**config.mk**
```make
export PLATFORM = sky130hd
export DESIGN_NAME = eirq_ctrl
export DESIGN_NICKNAME = d
export VERILOG_FILES = /design/src/rtl/eirq_pkg.sv /design/src/rtl/eirq_src_mux.sv /design/src/rtl/eirq_edge_det.sv /design/src/rtl/eirq_regs.sv /design/src/rtl/eirq_ctrl.sv
export SDC_FILE = /design/constraint.sdc
export NUM_CORES = 1
export LEC_CHECK = 0
export BUFFER_PORTS_ARGS = -buffer_cell sky130_fd_sc_hd__buf_2
export CORE_UTILIZATION = 49
export CTS_CLUSTER_SIZE = 14
export DETAILED_ROUTE_END_ITERATION = 12
export GPL_TIMING_DRIVEN = 1
export PLACE_DENSITY = 0.7
export SLEW_MARGIN = 0
export SYNTH_ARGS = -nofsm -noshare
export SYNTH_HDL_FRONTEND = slang
export SYNTH_HIERARCHICAL = 1
export SYNTH_SLANG_ARGS = --single-unit
```
**constraint.sdc**
```tcl
create_clock -name clk_i -period 4.8 [get_ports clk_i]
set_input_delay 0.48 -clock clk_i [delete_from_list [all_inputs] [get_ports clk_i]]
set_output_delay 0.48 -clock clk_i [all_outputs]
set_load 0.05 [all_outputs]
```
**src/rtl/eirq_pkg.sv**
```systemverilog
package eirq_pkg;

    localparam int NUM_PORTS    = 4;
    localparam int PORT_PINS    = 16;
    localparam int SRC_LINES    = 16;
    localparam int AUX_LINES    = 4;
    localparam int NUM_LINES    = SRC_LINES + AUX_LINES;
    localparam int SEL_W        = 4;
    localparam int SEL_PER_WORD = 4;
    localparam int SEL_WORD_W   = SEL_W * SEL_PER_WORD;
    localparam int SEL_WORDS    = SRC_LINES / SEL_PER_WORD;
    localparam int DATA_W       = 32;
    localparam int ADDR_W       = 3;
    localparam int DIRECT_IRQ   = 5;
    localparam int GROUP_A_END  = 10;
    localparam int NUM_IRQ      = DIRECT_IRQ + 2;
    localparam int PORT_BUS_W   = NUM_PORTS * PORT_PINS;

    localparam logic [ADDR_W-1:0] REG_MASK = 3'd0;
    localparam logic [ADDR_W-1:0] REG_RISE = 3'd1;
    localparam logic [ADDR_W-1:0] REG_FALL = 3'd2;
    localparam logic [ADDR_W-1:0] REG_PEND = 3'd3;
    localparam logic [ADDR_W-1:0] REG_SEL0 = 3'd4;

    typedef struct packed {
        logic [NUM_LINES-1:0]         mask;
        logic [NUM_LINES-1:0]         rise;
        logic [NUM_LINES-1:0]         fall;
        logic [NUM_LINES-1:0]         pend;
        logic [SRC_LINES*SEL_W-1:0]   sel;
    } cfg_t;

    // Fixed many-to-few mapping of port-sourced lines onto outputs.
    function automatic int irq_of_line(input int line);
        if (line < DIRECT_IRQ)       return line;
        else if (line < GROUP_A_END) return DIRECT_IRQ;
        else                         return DIRECT_IRQ + 1;
    endfunction

endpackage

```
**src/rtl/eirq_src_mux.sv**
```systemverilog
module eirq_src_mux
    import eirq_pkg::*;
(
    input  logic [PORT_BUS_W-1:0]        port_i,
    input  logic [SRC_LINES*SEL_W-1:0]   sel_i,
    output logic [SRC_LINES-1:0]         line_o
);

    for (genvar l = 0; l < SRC_LINES; l++) begin : g_line
        logic [SEL_W-1:0] code;
        logic             pick;
        assign code = sel_i[l*SEL_W +: SEL_W];
        always_comb begin
            pick = 1'b0;
            for (int p = 0; p < NUM_PORTS; p++) begin
                if (int'(code) == p) pick = port_i[p*PORT_PINS + l];
            end
        end
        assign line_o[l] = pick;
    end

endmodule

```
**src/rtl/eirq_edge_det.sv**
```systemverilog
module eirq_edge_det #(
    parameter int W = 20
) (
    input  logic         clk_i,
    input  logic         rst_ni,
    input  logic [W-1:0] din_i,
    output logic [W-1:0] rise_o,
    output logic [W-1:0] fall_o
);

    typedef struct packed {
        logic [W-1:0] s1;
        logic [W-1:0] s2;
        logic [W-1:0] prev;
    } sync_t;

    sync_t st_d, st_q;

    always_comb begin
        st_d      = st_q;
        st_d.s1   = din_i;
        st_d.s2   = st_q.s1;
        st_d.prev = st_q.s2;
    end

    always_ff @(posedge clk_i) begin
        if (!rst_ni) st_q <= '0;
        else         st_q <= st_d;
    end

    assign rise_o = st_q.s2 & ~st_q.prev;
    assign fall_o = ~st_q.s2 & st_q.prev;

    // A reported rising edge must match a high input two clocks back.
    assert_rise_src_R2: assert property (@(posedge clk_i) disable iff (!rst_ni)
        ((rise_o & ~$past(din_i, 2)) == '0));

    // A reported falling edge must match a low input two clocks back.
    assert_fall_src_R3: assert property (@(posedge clk_i) disable iff (!rst_ni)
        ((fall_o & $past(din_i, 2)) == '0));

endmodule

```
**src/rtl/eirq_regs.sv**
```systemverilog
module eirq_regs
    import eirq_pkg::*;
(
    input  logic                 clk_i,
    input  logic                 rst_ni,
    input  logic                 wr_en_i,
    input  logic [ADDR_W-1:0]    addr_i,
    input  logic [DATA_W-1:0]    wdata_i,
    input  logic [NUM_LINES-1:0] rise_ev_i,
    input  logic [NUM_LINES-1:0] fall_ev_i,
    output cfg_t                 cfg_o
);

    cfg_t                 cfg_d, cfg_q;
    logic [NUM_LINES-1:0] set_vec;
    logic [NUM_LINES-1:0] clr_vec;
    int                   sel_idx;

    always_comb begin
        cfg_d   = cfg_q;
        set_vec = (rise_ev_i & cfg_q.rise) | (fall_ev_i & cfg_q.fall);
        clr_vec = '0;
        sel_idx = int'(addr_i) - int'(REG_SEL0);
        if (wr_en_i) begin
            case (addr_i)
                REG_MASK: cfg_d.mask = wdata_i[NUM_LINES-1:0];
                REG_RISE: cfg_d.rise = wdata_i[NUM_LINES-1:0];
                REG_FALL: cfg_d.fall = wdata_i[NUM_LINES-1:0];
                REG_PEND: clr_vec    = wdata_i[NUM_LINES-1:0];
                default:  cfg_d.sel[sel_idx*SEL_WORD_W +: SEL_WORD_W] =
                              wdata_i[SEL_WORD_W-1:0];
            endcase
        end
        // A fresh event outranks a clear of the same bit.
        cfg_d.pend = (cfg_q.pend & ~clr_vec) | set_vec;
    end

    always_ff @(posedge clk_i) begin
        if (!rst_ni) cfg_q <= '0;
        else         cfg_q <= cfg_d;
    end

    assign cfg_o = cfg_q;

    assert_w1c_R6: assert property (@(posedge clk_i) disable iff (!rst_ni)
        (wr_en_i && addr_i == REG_PEND) |=>
        ((cfg_q.pend & $past(wdata_i[NUM_LINES-1:0] & ~set_vec)) == '0));

    assert_set_wins_R7: assert property (@(posedge clk_i) disable iff (!rst_ni)
        (|set_vec) |=> ((cfg_q.pend & $past(set_vec)) == $past(set_vec)));

    assert_no_spurious_R5: assert property (@(posedge clk_i) disable iff (!rst_ni)
        ((cfg_q.pend & ~$past(cfg_q.pend) &
          ~$past((rise_ev_i & cfg_q.rise) | (fall_ev_i & cfg_q.fall))) == '0));

endmodule

```
**src/rtl/eirq_ctrl.sv**
```systemverilog
module eirq_ctrl
    import eirq_pkg::*;
(
    input  logic                  clk_i,
    input  logic                  rst_ni,
    input  logic [PORT_BUS_W-1:0] port_i,
    input  logic [AUX_LINES-1:0]  aux_i,
    input  logic                  wr_en_i,
    input  logic [ADDR_W-1:0]     addr_i,
    input  logic [DATA_W-1:0]     wdata_i,
    output logic [DATA_W-1:0]     rdata_o,
    output logic [NUM_IRQ-1:0]    irq_o
);

    cfg_t                 cfg;
    logic [SRC_LINES-1:0] src_line;
    logic [NUM_LINES-1:0] rise_ev;
    logic [NUM_LINES-1:0] fall_ev;
    logic [NUM_IRQ-1:0]   irq_v;
    int                   rd_idx;

    eirq_src_mux u_mux (
        .port_i (port_i),
        .sel_i  (cfg.sel),
        .line_o (src_line)
    );

    eirq_edge_det #(.W(NUM_LINES)) u_edge (
        .clk_i  (clk_i),
        .rst_ni (rst_ni),
        .din_i  ({aux_i, src_line}),
        .rise_o (rise_ev),
        .fall_o (fall_ev)
    );

    eirq_regs u_regs (
        .clk_i     (clk_i),
        .rst_ni    (rst_ni),
        .wr_en_i   (wr_en_i),
        .addr_i    (addr_i),
        .wdata_i   (wdata_i),
        .rise_ev_i (rise_ev),
        .fall_ev_i (fall_ev),
        .cfg_o     (cfg)
    );

    always_comb begin
        irq_v = '0;
        for (int l = 0; l < SRC_LINES; l++) begin
            irq_v[irq_of_line(l)] = irq_v[irq_of_line(l)] | (cfg.pend[l] & cfg.mask[l]);
        end
    end
    assign irq_o = irq_v;

    always_comb begin
        rdata_o = '0;
        rd_idx  = int'(addr_i) - int'(REG_SEL0);
        case (addr_i)
            REG_MASK: rdata_o = DATA_W'(cfg.mask);
            REG_RISE: rdata_o = DATA_W'(cfg.rise);
            REG_FALL: rdata_o = DATA_W'(cfg.fall);
            REG_PEND: rdata_o = DATA_W'(cfg.pend);
            default:  rdata_o = DATA_W'(cfg.sel[rd_idx*SEL_WORD_W +: SEL_WORD_W]);
        endcase
    end

    assert_irq_needs_mask_R8: assert property (@(posedge clk_i) disable iff (!rst_ni)
        (irq_o != '0) |-> ((cfg.pend & cfg.mask) != '0));

    assert_aux_no_irq_R11: assert property (@(posedge clk_i) disable iff (!rst_ni)
        ((cfg.pend[SRC_LINES-1:0] & cfg.mask[SRC_LINES-1:0]) == '0) |-> (irq_o == '0));

    for (genvar l = 0; l < SRC_LINES; l++) begin : g_sel_chk
        assert_unused_code_R10: assert property (@(posedge clk_i) disable iff (!rst_ni)
            (int'(cfg.sel[l*SEL_W +: SEL_W]) >= NUM_PORTS) |-> !src_line[l]);
    end

endmodule

```
# Word level (Yosys, flattened, before mapping)
# Index checks and enable logic that the tools add are counted.
# word_totals
register_bits	204
input_bits	106
output_inout_bits	39
word_cells	190
# classes
n_addsub	2
eq_ne	51
n_shift	3
muxes	68
n_bitwise	36
n_reduce_logical	22
# op_table
operator	count
4-bit by 3-bit equality test with 1-bit output (second input constant)	32
20-bit bitwise AND	5
20-bit case mux with 4 select lines	1
64-bit bitwise mux	1
4-bit by 2-bit equality test with 1-bit output (second input constant)	16
4-bit logical NOT	16
1-bit 2-to-1 mux	64
16-bit by 33-bit variable shift with 64-bit output (first input constant)	1
16-bit by 33-bit indexed part select with 64-bit output	1
64-bit by 32-bit indexed part select with 16-bit output	1
20-bit inverter	3
20-bit 2-to-1 mux	2
20-bit OR	2
32-bit negator with 33-bit output	1
1-bit bitwise AND	16
1-bit OR	9
2-bit AND reduction	4
3-bit by 2-bit equality test with 1-bit output (second input constant)	2
4-bit OR reduction	1
3-bit by 3-bit subtractor with 4-bit output (second input constant)	1
3-bit by 1-bit equality test with 1-bit output (second input constant)	1
3-bit logical NOT	1
1-bit inverter	1

# Depth between registers and ports, before layout
# Gate-level depths: netlist of run 1.
# logic_depth
word_depth	6
mapped_depth	9
ltp_nobuf	7

# Modules after synthesis
# Netlist of run 1, hierarchy kept.
# by_module_without_submodules
mod	n_inst	cells_each	area_per_inst_um2	seq_area_each_um2
eirq_regs	1	632	5833.1	2882.8
eirq_edge_det	1	166	1881.8	1201.2
eirq_ctrl	1	91	1390.1	0.0
eirq_src_mux	1	48	600.6	0.0

# Worst setup path before layout of run 1
# OpenSTA, ideal clock, no wires.
# synth_timing
path_kind	input to output
startpoint	input addr_i[1]
endpoint	output rdata_o[16]
t_arrival_ns	1.858
required_time_ns	4.320
path_slack_ns	2.462
stages	4
path_buffers	2
path_cell_list	buf_2 clkbuf_1 mux4_1 nor2b_1
# synth_between
elab_chain_len	2
elab_cells_between_ends	5
cone_classes	eq/ne: 3; mux: 1; reduce/logical: 1
# synth_lines
item	line_no	source
from (decl)	eirq_ctrl.sv:9	input logic [ADDR_W-1:0] addr_i,
3-bit by 2-bit equality test with 1-bit output, or another cell as far along	eirq_ctrl.sv:58	case (addr_i)
20-bit case mux with 4 select lines *	eirq_ctrl.sv:58	
to (decl)	eirq_ctrl.sv:11	output logic [DATA_W-1:0] rdata_o,
# Mark *: on every way between the ends. The rest lies on a longest branch, timed or not.

# Worst setup path after layout of run 1
# layout_timing
startpoint	input addr_i[2]
endpoint	register u_regs.cfg_q, in the netlist u_regs/cfg_o[41]
# layout_between
elab_chain_len	4
elab_cells_between_ends	12
cone_classes	add/sub: 2; eq/ne: 3; shift: 2; mux: 1; bitwise: 1; reduce/logical: 3
# layout_lines
item	line_no	source
3-bit by 3-bit subtractor with 4-bit output, or another cell as far along	eirq_regs.sv:23	sel_idx = int'(addr_i) - int'(REG_SEL0);
32-bit negator with 33-bit output / 4-bit OR reduction (equally long branches)	--	
16-bit by 33-bit indexed part select with 64-bit output, or another cell as far along	eirq_regs.sv:30	default: cfg_d.sel[sel_idx*SEL_WORD_W +: SEL_WORD_W] =
64-bit bitwise mux / 2-bit AND reduction (equally long branches)	--	
to (signal assigned)	eirq_regs.sv:40	else cfg_q <= cfg_d;
to (decl)	eirq_regs.sv:14	cfg_t cfg_d, cfg_q;
# Several ways; a longest one is shown, not always the timed one.
# A chain may end at the register's enable or synchronous reset.

==> run_results.csv, run 1 <==
group,metric,value,unit
status,status,"finished clean",
final_layout,final_cell_area,10900,um^2
synth,synth_top_flop_cell,"dfxtp_1",
final_layout,multi_input_area,5140,um^2
clock_tree,insertion_delay,0.50,ns
clock_tree,cts_root_buffer,"clkbuf_16",
worst_hold_path,worstHoldEndpoint,"u_edge/st_d[37]",
synth,yosys-top-cells-count,"nand2_1 (218), dfxtp_1 (204), a21boi_0 (80), mux2i_1 (64), and2_1 (46)",
routing,wl_per_cell,17.7,um
timing,rsz0062_at_grt,"false",
critical_path,crit_fanout,30,
critical_path,critPathLaunchType,"input pin",
worst_hold_path,min_path_cells,2,
timing,fin_crit,2.96,ns
clock_tree,cts_tree,"yes",
timing,tightest_slew,1.16,ns
timing,finClkSkew,0.0192,ns
clock_tree,h-tree-depth,1,
die,core.rowCount,51,
grt,grtUsageTotal,22.6,%
final_layout,nets,1123,
timing,slew_violations,0,
die,core,19500,um^2
grt,grt_pass1_vias,6717,
placement,pre_cts_slack,1.39,ns
die,dieWidth,143,um
power_and_ir_drop,p_per_area,334,nW/um^2
critical_path,reg2reg_depth,3,
timing,max_slew_margin,22.2,%
power_and_ir_drop,power.total,0.00364,W
timing,setup_tns,0,ns
placement,hpwlAfterDp,14.9,mm
synth,yosys_warnings,6,
synth,yosys.cell_types.count,36,
routing,ant_nets,0,
synth,synth_area_per_cell,10.4,um^2
synth,synth_largest_area_cell,"dfxtp_1",
timing,fin_ws,1.84,ns
grt,grt_pass1_wl,35.8,mm
placement,gp_congestion,0.767,
routing,dr.pass1.iters,5,
synth,synth_edf_count,0,
critical_path,r2r_slack,3.42,ns
synth,ys_ff_latch,204,
clock_tree,numCtsBuffers,22,
clock_tree,post_cts_buffers,0,
synth,seq_area_frac_synth,42.1,%
die,io-pin-count,145,
grt,antenna_found_initial,1,
critical_path,reg2reg_to,"u_edge/st_d[27]",
synth,ys_async_sr_fraction,0,%
die,dieHeight,143,um
worst_hold_path,worstHoldStart,"aux_i[1]",
critical_path,regToRegStartpoint,"u_regs/cfg_o[28]",
synth,netlist_area,9710,um^2
synth,synth_top_area_share,42.1,%
critical_path,cp-end-kind,"flip-flop",
synth,synthTopCellsByArea,"dfxtp_1 (42%), mux4_1 (9.5%), nand2_1 (8.4%)",
grt,grt_max_degree,133,
clock_tree,holdBufCountCts,0,
placement,place_area,10200,um^2
routing,drt_iter0_markers,394,
grt,gr-total-overflow,0,
critical_path,critPathRequiredTime,5.21,ns
timing,setup_violations,0,
clock_tree,clockBufferDepth,3,
timing,holdWs,0.197,ns
routing,drc_errors,0,
power_and_ir_drop,worst_ir_drop_vdd,0.000215,V
run,drv_cap,0,
final_layout,area_delta_synth_final,12.5,%
power_and_ir_drop,total_leakage_power,4.59,nW
routing,vias,6891,
die,initial_core_util,49.9,%
clock_tree,numClockSinks,204,
final_layout,diodes,0,
worst_hold_path,hp-class,"in2reg",
clock_tree,post_cts_resized,0,
final_layout,regArea,4080,um^2
synth,synth.most_common_cell,"nand2_1",
routing,drt-total-wl,22.8,mm
clock_tree,clk_pin_slew_worst_paths,0.06,ns
final_layout,final_layout_size_suffix_gt1_share,21.0,%
synth,syn_inst,937,
critical_path,critPathKind,"in2reg",
die,fp.dieArea,20400,um^2
critical_path,crit_arrival,3.38,ns
timing,max_freq,0.338,GHz
final_layout,fillers,1694,
timing,fin_crit_sh,61.7,%
placement,io_buffer_count,120,
timing,hold_viol,0,
routing,routed_via_density,5.35,
-- stage by stage --
stage	utilization, %	cells
6_report	56.1	1288
5_1_grt	56.1	1288
4_1_cts	56.1	1288
3_5_place_dp	52.5	1251
3_3_place_gp	52.5	1251
2_1_floorplan	-	948
-- how the worst max path moves through the flow --
stage	from	endpoint	slack, ns	cells past startpoint
after floorplan	addr_i[1]	rdata_o[16]	2.46	4
after global placement	addr_i[2]	u_regs/cfg_o[32]	1.47	7
after detailed placement	addr_i[2]	u_regs/cfg_o[40]	1.39	7
after CTS	addr_i[2]	u_regs/cfg_o[39]	1.88	7
after global routing	addr_i[2]	u_regs/cfg_o[39]	1.66	7
final	addr_i[2]	u_regs/cfg_o[41]	1.84	8
-- layer usage --
| metal | part of all wire, % | global-route usage, % | vias to the layer above |
|---|---|---|---|
| li1 | - | - | 3372 |
| met1 | 47 | 31.4 | 3333 |
| met2 | 47 | 37.3 | 169 |
| met3 | 5.4 | 3.55 | 17 |
| met4 | 0.87 | 4.53 | 0 |
| met5 | 0 | 0 | - |
-- area by class of cell --
class / instances / area share, %
multi-input cells: 652 / 47.1
flip-flops and latches: 204 / 37.4
clock buffers: 35 / 6.23
repair buffers: 126 / 5.97
well taps: 265 / 3.04
inverters: 4 / 0.138
clock inverters: 2 / 0.0917
-- layout by cell type (no fill, tap or decap), drive strengths merged, types with 2 or more instances in the layout --
cell type,count
a22oi,4
nor2b,44
nand3b,18
o21a,20
ha,7
and2,66
conb,12
dfxtp,204
nand3,2
inv,4
and3b,3
buf,126
a21boi,80
clkbuf,35
mux2i,64
nand2,218
a22o,20
mux2,16
nor3,2
nor3b,16
clkinv,2
mux4,52
nor4bb,2
-- kinds of logic (layout without fill, tap and decap cells) --
kind of cell    after synthesis  in the layout  share of synthesized area [%]
flops                       204            204                           42.1
buf+inv                      92            167                           5.48
fa+ha+maj                     7              7                          0.902
other cells                   1             12                         0.0386
mux                         132            132                           21.9
simple gates                376            376                           19.7
compound gates              125            125                           9.95
-- worst max-delay path, cell delays in order --
cell and delay, ns:
buf_2 0.55, inv_1 0.18, nor3_1 0.22, ha_1 0.50, nor4bb_2 0.92, buf_4 0.31, nand2_1 0.08, mux2i_1 0.12
-- power breakdown --
| group | switching [W] | internal (W) |
|---|---|---|
| Combinational | 0.000168 | 0.000116 |
| Sequential | 0.0000194 | 0.00173 |
| Clock | 0.000645 | 0.000963 |
-- state kept, by name (all words and copies together), names as in the netlist --
name / flops
u_edge/st_d: 40
u_regs/cfg_o: 144
u_edge/st_q: 20
(Power assumes the default switching activity.)
==> run 2, diff against run 1 <==
PLACE_DENSITY = 0.73   (was 0.7)
clock period = 2.6 ns   (was 4.8 ns; I/O delays follow)
==> run_results.csv, run 2 (synthesis gave the netlist of run 1 again) <==
group,metric,value,unit
clock_tree,clockBufferDepth,3,
timing,max_freq,0.451,GHz
final_layout,fillers,1649,
routing,dr.pass1.iters,5,
final_layout,fin_cells,1320,
power_and_ir_drop,total_leakage_power,4.78,nW
critical_path,reg2reg_to,"u_edge/st_d[22]",
routing,routed_via_density,5.46,
grt,grtUsageTotal,23.3,%
timing,setup_tns,0,ns
timing,slew_violations,0,
clock_tree,numClockSinks,204,
final_layout,fin_util,57.9,%
critical_path,critPathLaunchType,"flip-flop",
timing,finClkSkew,0.00657,ns
power_and_ir_drop,p_per_area,631,nW/um^2
routing,wl_per_cell,17.5,um
critical_path,slowest_stage,"mux4_1",
final_layout,mostFrequentLayoutCells,"nand2_1 (218), dfxtp_1 (204), buf_2 (119)",
timing,fin_ws,0.383,ns
final_layout,multi_input_area,5140,um^2
critical_path,crit_buf_inv,1,
routing,topRoutingLayerUsed,"met4",
critical_path,cp_top_family,"multiplexers",
die,dieHeight,143,um
worst_hold_path,worstHoldEndpoint,"u_regs/cfg_o[100]",
die,io-pin-count,145,
clock_tree,cts_tree,"yes",
grt,gr-total-overflow,0,
die,fp.dieArea,20400,um^2
clock_tree,insertion_delay,0.50,ns
critical_path,crit_path_cell_trace,"mux4_1 -> mux2_2 -> buf_2",
timing,hold_viol,0,
final_layout,largest_register_ffs,144,
routing,drt_iter0_markers,503,
timing,holdWs,0.0457,ns
worst_hold_path,hp-class,"in2reg",
placement,io_buffer_count,120,
grt,grt_pass1_vias,6879,
clock_tree,numCtsBuffers,23,
clock_tree,post_cts_resized,0,
die,dieWidth,143,um
critical_path,critPathRequiredTime,2.34,ns
routing,vias,7205,
timing,setup_violations,0,
timing,tightest_slew,1.02,ns
placement,pre_cts_slack,0.412,ns
routing,met2_wirelength,10.8,mm
clock_tree,cts_root_buffer,"clkbuf_16",
placement,gp_congestion,0.808,
placement,dp.cells,1275,
critical_path,reg2reg_depth,3,
final_layout,regArea,4080,um^2
critical_path,critPathKind,"reg2out",
status,status,"finished clean",
routing,drt-met1-wl,10.7,mm
worst_hold_path,worstHoldStart,"wdata_i[16]",
power_and_ir_drop,worst_ir_drop_vdd,0.000396,V
routing,drt-total-wl,23.2,mm
critical_path,slowest_delay,0.60,ns
placement,hpwlAfterDp,15.4,mm
grt,grt_pass1_wl,36.9,mm
critical_path,r2r_slack,1.22,ns
critical_path,cp-end-kind,"output port",
critical_path,crit_start,"u_regs/cfg_o[20]",
critical_path,regToRegStartpoint,"u_regs/cfg_o[8]",
die,core.rowCount,51,
timing,fin_crit,2.22,ns
die,core,19500,um^2
routing,drc_errors,0,
routing,wl_met3,1.33,mm
timing,rsz0062_at_grt,"false",
grt,antenna_found_initial,0,
die,initial_core_util,49.9,%
clock_tree,h-tree-depth,1,
run,drv_cap,0,
timing,max_slew_margin,32.1,%
grt,grt_max_degree,94,
final_layout,final_common_cell,"nand2_1",
critical_path,crit_fanout,3,
worst_hold_path,min_path_cells,3,
critical_path,crit_arrival,1.96,ns
final_layout,final_layout_size_suffix_gt1_share,23.1,%
clock_tree,clk_pin_slew_worst_paths,0.06,ns
final_layout,nets,1152,
timing,fin_crit_sh,85.3,%
routing,ant_nets,0,
final_layout,area_delta_synth_final,16.1,%
## run 2: layout make-up
type                    count  share of cell area, %
clock inverters             4                  0.622
well taps                 265                   2.94
repair buffers            154                   8.07
clock buffers              36                   6.34
diodes                      1                 0.0222
multi-input cells         652                   45.6
flip-flops and latches    204                   36.2
inverters                   4                  0.133
## run 2: worst max-delay path by stage
stage / end / cells past startpoint / slack (ns)
2_1_floorplan: u_regs/cfg_o[38] / 8 / 0.64
3_3_place_gp: u_regs/cfg_o[35] / 8 / 0.49
3_5_place_dp: u_regs/cfg_o[3] / 8 / 0.41
4_1_cts: rdata_o[4] / 3 / 0.35
5_1_grt: rdata_o[4] / 3 / 0.31
6_report: rdata_o[4] / 3 / 0.38
## run 2: routing by layer
layer | GRT usage (%) | vias to the layer above
met5 | 0 | -
met4 | 5.26 | 0
met3 | 3.42 | 29
met2 | 37.8 | 213
met1 | 32.8 | 3524
li1 | - | 3439
## run 2: what timing repair did
action	4_1_cts	5_1_grt
setup buffers	0	0
hold buffers	4	0
endpoints found under the setup margin	0	0
hold endpoints to repair	4	0
## run 2: power by group
group | switching (W) | total [W] | internal, W | leakage (nW)
registers | 0.0000366 | 0.00323 | 0.00319 | 1.66
logic | 0.000320 | 0.000559 | 0.000239 | 2.74
clock network | 0.00125 | 0.00332 | 0.00207 | 0.389
total | 0.00161 | 0.00711 | 0.00550 | 4.78
## run 2: per-stage QoR
step | total power, W | instance area (um^2)
detailed placement | 0.00385 | 10400
CTS | 0.00716 | 11300
finish | 0.00711 | 11300
global route | 0.00735 | 11300
floorplan | 0.00367 | 9750
global placement | 0.00384 | 10400
## run 2: worst min-delay path: stages
cell and delay, ns:
buf_2 0.12, nand2_1 0.05, a21boi_0 0.06
